`src/rtl/pal_pkg.sv`:
```
package pal_pkg;
  localparam int unsigned FORMS_PER_LIT = 2;
  typedef enum logic {
    POL_TRUE = 1'b0,
    POL_COMP = 1'b1
  } fuse_pol_e;
endpackage

```
`src/rtl/pal_fuse_chain.sv`:
```
module pal_fuse_chain #(
  parameter int unsigned N_FUSE = 120
) (
  input  logic              clk_i,
  input  logic              rst_ni,
  input  logic              load_i,
  input  logic              bit_i,
  input  logic              done_i,
  output logic [N_FUSE-1:0] fuse_o,
  output logic              armed_o
);
  always_ff @(posedge clk_i or negedge rst_ni) begin
    if (!rst_ni) begin
      fuse_o  <= '1;
      armed_o <= 1'b0;
    end else if (load_i) begin
      fuse_o  <= {bit_i, fuse_o[N_FUSE-1:1]};
      armed_o <= 1'b0;
    end else if (done_i) begin
      armed_o <= 1'b1;
    end
  end
endmodule

```
`src/rtl/pal_and_term.sv`:
```
module pal_and_term #(
  parameter int unsigned N_LIT = 5,
  localparam int unsigned W = N_LIT * pal_pkg::FORMS_PER_LIT
) (
  input  logic [W-1:0] lits_i,
  input  logic [W-1:0] fuse_i,
  output logic         prod_o
);
  // a blown fuse forces its column to 1
  assign prod_o = &(lits_i | ~fuse_i);
endmodule

```
`src/rtl/pal_or_section.sv`:
```
module pal_or_section #(
  parameter int unsigned N_PT = 3
) (
  input  logic [N_PT-1:0] prod_i,
  output logic            sum_o
);
  assign sum_o = |prod_i;
endmodule

```
`src/rtl/pal_array.sv`:
```
module pal_array #(
  parameter int unsigned N_IN   = 4,
  parameter int unsigned N_SEC  = 4,
  parameter int unsigned N_PT   = 3,
  parameter int unsigned FB_SEC = 3
) (
  input  logic            clk_i,
  input  logic            rst_ni,
  input  logic            cfg_load_i,
  input  logic            cfg_bit_i,
  input  logic            cfg_done_i,
  input  logic [N_IN-1:0] data_i,
  output logic [N_SEC-1:0] data_o
);
  import pal_pkg::*;

  localparam int unsigned N_LIT  = N_IN + 1;
  localparam int unsigned FPT    = N_LIT * FORMS_PER_LIT;
  localparam int unsigned N_PROD = N_SEC * N_PT;
  localparam int unsigned N_FUSE = N_PROD * FPT;
  localparam int unsigned FB_IDX = N_IN;

  logic [N_FUSE-1:0] fuse;
  logic              armed;
  logic [FPT-1:0]    lits_nofb;
  logic [FPT-1:0]    lits_fb;
  logic [N_PT-1:0]   fb_prod;
  logic              fb_lit;
  logic [N_SEC-1:0]  sec_sum;

  pal_fuse_chain #(.N_FUSE(N_FUSE)) u_chain (
    .clk_i  (clk_i),
    .rst_ni (rst_ni),
    .load_i (cfg_load_i),
    .bit_i  (cfg_bit_i),
    .done_i (cfg_done_i),
    .fuse_o (fuse),
    .armed_o(armed)
  );

  for (genvar l = 0; l < N_IN; l++) begin : g_lit
    assign lits_nofb[FORMS_PER_LIT*l + POL_TRUE] = data_i[l];
    assign lits_nofb[FORMS_PER_LIT*l + POL_COMP] = ~data_i[l];
    assign lits_fb[FORMS_PER_LIT*l + POL_TRUE]   = data_i[l];
    assign lits_fb[FORMS_PER_LIT*l + POL_COMP]   = ~data_i[l];
  end
  // feedback section sees its own literal as constant 0
  assign lits_nofb[FORMS_PER_LIT*FB_IDX + POL_TRUE] = 1'b0;
  assign lits_nofb[FORMS_PER_LIT*FB_IDX + POL_COMP] = 1'b1;
  assign lits_fb[FORMS_PER_LIT*FB_IDX + POL_TRUE]   = fb_lit;
  assign lits_fb[FORMS_PER_LIT*FB_IDX + POL_COMP]   = ~fb_lit;

  assign fb_lit = |fb_prod;

  for (genvar s = 0; s < N_SEC; s++) begin : g_sec
    if (s == FB_SEC) begin : g_fb
      for (genvar j = 0; j < N_PT; j++) begin : g_pt
        pal_and_term #(.N_LIT(N_LIT)) u_and (
          .lits_i(lits_nofb),
          .fuse_i(fuse[(s*N_PT+j)*FPT +: FPT]),
          .prod_o(fb_prod[j])
        );
      end
      pal_or_section #(.N_PT(N_PT)) u_or (
        .prod_i(fb_prod),
        .sum_o (sec_sum[s])
      );
    end else begin : g_norm
      logic [N_PT-1:0] sp;
      for (genvar j = 0; j < N_PT; j++) begin : g_pt
        pal_and_term #(.N_LIT(N_LIT)) u_and (
          .lits_i(lits_fb),
          .fuse_i(fuse[(s*N_PT+j)*FPT +: FPT]),
          .prod_o(sp[j])
        );
      end
      pal_or_section #(.N_PT(N_PT)) u_or (
        .prod_i(sp),
        .sum_o (sec_sum[s])
      );
    end
  end

  assign data_o = armed ? sec_sum : '0;
endmodule

```
`config.mk`:
```
export PLATFORM = sky130hd
export DESIGN_NAME = pal_array
export DESIGN_NICKNAME = d
export VERILOG_FILES = /design/src/rtl/pal_pkg.sv /design/src/rtl/pal_fuse_chain.sv /design/src/rtl/pal_and_term.sv /design/src/rtl/pal_or_section.sv /design/src/rtl/pal_array.sv
export SDC_FILE = /design/constraint.sdc
export NUM_CORES = 1
export LEC_CHECK = 0
export BUFFER_PORTS_ARGS = -buffer_cell sky130_fd_sc_hd__clkbuf_2
export CORE_ASPECT_RATIO = 1.5
export CORE_MARGIN = 3
export CORE_UTILIZATION = 45
export CTS_BUF_LIST = sky130_fd_sc_hd__clkbuf_16
export DETAILED_ROUTE_END_ITERATION = 8
export SLEW_MARGIN = 10
export SYNTH_ARGS = -nofsm -noshare
export SYNTH_HDL_FRONTEND = slang
export SYNTH_HIERARCHICAL = 1
export SYNTH_SLANG_ARGS = --single-unit
```
`constraint.sdc`:
```
create_clock -name clk_i -period 7.7 [get_ports clk_i]
set_input_delay 1.54 -clock clk_i [delete_from_list [all_inputs] [get_ports clk_i]]
set_output_delay 1.54 -clock clk_i [all_outputs]
set_load 0.005 [all_outputs]
```
==> impl_metrics.toml <==
[synth]
synth_top_area_share_pct = 54.7
async_flop_share_pct = 100
number_of_flops_mapped_to_enable_cells_by_yosys = 0
synth_common_cells = "sky130_fd_sc_hd__dfstp_2, sky130_fd_sc_hd__mux2_2, sky130_fd_sc_hd__inv_1"
post_synthesis_cells = 451
synthDistinctLibCells = 17
postSynth.topFlopCell = "sky130_fd_sc_hd__dfstp_2"
synth_area_mm2 = 0.00577
synth_area_leader = "sky130_fd_sc_hd__dfstp_2"
postSynthAreaPerCell_um2 = 12.8
synth_seq_area_share_pct = 55.1
postSynthRegisterBits = 121
synthesis.yosys.warnings = 6
synth.area.top_cells = "sky130_fd_sc_hd__dfstp_2, sky130_fd_sc_hd__mux2_2, sky130_fd_sc_hd__inv_1"

[global_route]
antenna_found_initial = 0
grt.overflow.total = 0
pin_count_of_the_biggest_net_entering_global_routing = 86
groute.usage.overall_pct = 16.6
grt_pass1_vias = 3579
grt_first_pass_wirelength_mm = 18.3

[layout]
total_area_of_multi_input_combinational_cells_mm2 = 0.00215
final_net_count = 484
final_layout_size_suffix_gt1_share_pct = 59.4
area_growth_syn_to_layout_pct = 11.8
n_fill_cell = 1141
area.sequential_mm2 = 0.00318
num_antenna_cells = 0

[die]
die_area_mm2 = 0.0142
floorplan.initialDensity_pct = 46.1
die_h_um = 145
rows = 50
core_region_area_mm2 = 0.0125
num_io_pins = 13
die_w_um = 98.4

[worst_setup_path]
worst_path_slowest_cell = "sky130_fd_sc_hd__nor3_1"
worst-setup-path-type = "in2out"
critical_path.top_delay_family = "simple AND/OR/NAND/NOR gates"
arrival_ns = 4.70
start_kind = "input port"
critPathBufInv = 3
required_ns = 6.16
endpoint_kind = "output pin"
crit_path_max_incr_delay_ns = 0.98
cp_cell_sequence = "clkbuf_2 > inv_1 > o22ai_1 > nor4_2 > nor3_1 > nand2b_1 > o2111ai_1 > nor4_2 > or3_1 > and2_1 > clkbuf_2"
path_max_fanout = 13

[flow_run]
maxCapViolations = 0

[route]
wl_mm = 10.9
drt_first_iter_violations = 103
final_antenna_net_count = 0
vias_per_cell = 5.23
route.vias.total = 3341
drcViolationCount = 0
routed_wire_length_per_instance_um = 17.0
firstDrtPassIters = 5

[clocking]
cts_buffer_depth = 2
numCtsBuffers = 17
cts_sinks = 121
postCtsResizedCells = 0
h_tree_depth = 4
cts_tree = "built"
root_buffer = "sky130_fd_sc_hd__clkbuf_16"
hold_buffers = 0
worst_skew_pair_later_pin_latency_ns = 0.40
path_clk_slew_ns = 0.05
postCtsSetupRepairBufs = 0

[sta]
worst_clock_skew_ns = 0.00679
layout_min_cycle_time_ns = 6.24
setup_tns_ns = 0
fmaxAchievable_mhz = 160
timing.final.crit_share_pct = 81.1
worst_slew_pin_slew_ns = 1.21
hold_ws_ns = 0.617
worst_slack_ns = 1.46
grt_setup_unrepaired = "false"
worst_slew_margin_rel_pct = 18.5
setup_viol = 0
finalHoldViolations = 0
slew_violations = 0

[pwr]
p_leak_nw = 2.54
worst_ir_drop_vdd_uv = 184
p_clk_share_pct = 40.0
comb_power_share_pct = 14.0
sequentialPowerShare_pct = 46.0
switching_share_pct = 24.2
power.internal_mw = 1.33
power_density_mw_per_mm2 = 271
net-switching-power_mw = 0.423

[placed_design]
post-dp-hpwl_mm = 6.77
dp_worst_setup_slack_ns = 1.52
port_buffers = 12
gp_routability_congestion = 0.768

[outcome]
outcome = "finished clean"

[hold_path]
hold_class = "reg2reg"
-- layout make-up --
cell class	count	area share, %
well taps	156	3.03
clock inverters	10	1.42
clock buffers	17	6.59
repair buffers	14	1.24
inverters	88	5.12
multi-input cells	233	33.3
flip-flops and latches	121	49.3
-- state kept, by name, summed over array words and instances, names as in the netlist --
| name | cells |
|---|---|
| u_chain/fuse_o | 120 |
| u_chain/armed_o | 1 |
-- through the flow --
stage                     total power, mW  std cells  util, %  cell area, um2
after floorplan                     0.974        455        -            5780
after global placement               1.05        612     47.4            5930
after detailed placement             1.06        612     47.4            5930
after CTS                            1.78        639     51.6            6450
after global routing                 1.84        639     51.6            6450
final                                1.75        639     51.6            6450
-- power groups by stage --
stage          combinational, mW  clock, mW  sequential [mW]
2_1_floorplan              0.181          0            0.793
3_3_place_gp               0.242          0            0.812
3_5_place_dp               0.247          0            0.816
4_1_cts                    0.248      0.721            0.807
5_1_grt                    0.270      0.751            0.817
6_report                   0.245      0.701            0.805
-- final timing paths --
path / depth (start not counted) / slack [ns] / startpoint / end
max: 11 / 1.46 / data_i[2] / data_o[0]
min: 1 / 0.62 / u_chain/fuse_o[67] / u_chain/fuse_o[66]
max reg2reg: 1 / 6.85 / u_chain/armed_o / u_chain/armed_o
min reg2reg: 1 / 0.62 / u_chain/fuse_o[67] / u_chain/fuse_o[66]
max in group asynchronous: 2 / 5.36 / rst_ni / u_chain/fuse_o[32]
min in group asynchronous: 1 / 1.10 / rst_ni / u_chain/armed_o
-- placed cells by master, fill, tap and decap left out --
cell type / instances
sky130_fd_sc_hd__nor4_2: 12
sky130_fd_sc_hd__bufinv_16: 2
sky130_fd_sc_hd__dfstp_2: 120
sky130_fd_sc_hd__or3_1: 5
sky130_fd_sc_hd__mux2_2: 120
sky130_fd_sc_hd__clkinv_2: 1
sky130_fd_sc_hd__inv_1: 78
sky130_fd_sc_hd__nand2b_1: 36
sky130_fd_sc_hd__and2_1: 4
sky130_fd_sc_hd__o2111ai_1: 12
sky130_fd_sc_hd__nor3_1: 1
sky130_fd_sc_hd__clkinv_1: 17
sky130_fd_sc_hd__dfrtp_1: 1
sky130_fd_sc_hd__clkbuf_2: 10
sky130_fd_sc_hd__buf_4: 4
sky130_fd_sc_hd__o22ai_1: 36
sky130_fd_sc_hd__clkbuf_16: 17
sky130_fd_sc_hd__o21ba_2: 1
sky130_fd_sc_hd__conb_1: 6
-- metal layers --
metal / share of wire [%] / vias to the layer above / routed length (um) / GRT usage (%)
li1: - / 1587 / - / -
met1: 45 / 1701 / 4850 / 20.5
met2: 52 / 39 / 5640 / 28.1
met3: 2.2 / 14 / 237 / 3.79
met4: 1.5 / 0 / 166 / 6.62
met5: 0 / - / 0 / 0
-- kinds of logic (layout without fill, tap and decap cells) --
family                 after synthesis  after routing  share of synthesized area, %
AOI/OAI and AO/OA                   49             49                          5.90
buffers and inverters              101            129                          7.87
DFF                                121            121                          55.1
muxes                              120            120                          23.4
other                                2              6                         0.130
and+or+nand+nor                     58             58                          7.57
Power figures use the tool's default switching activity.
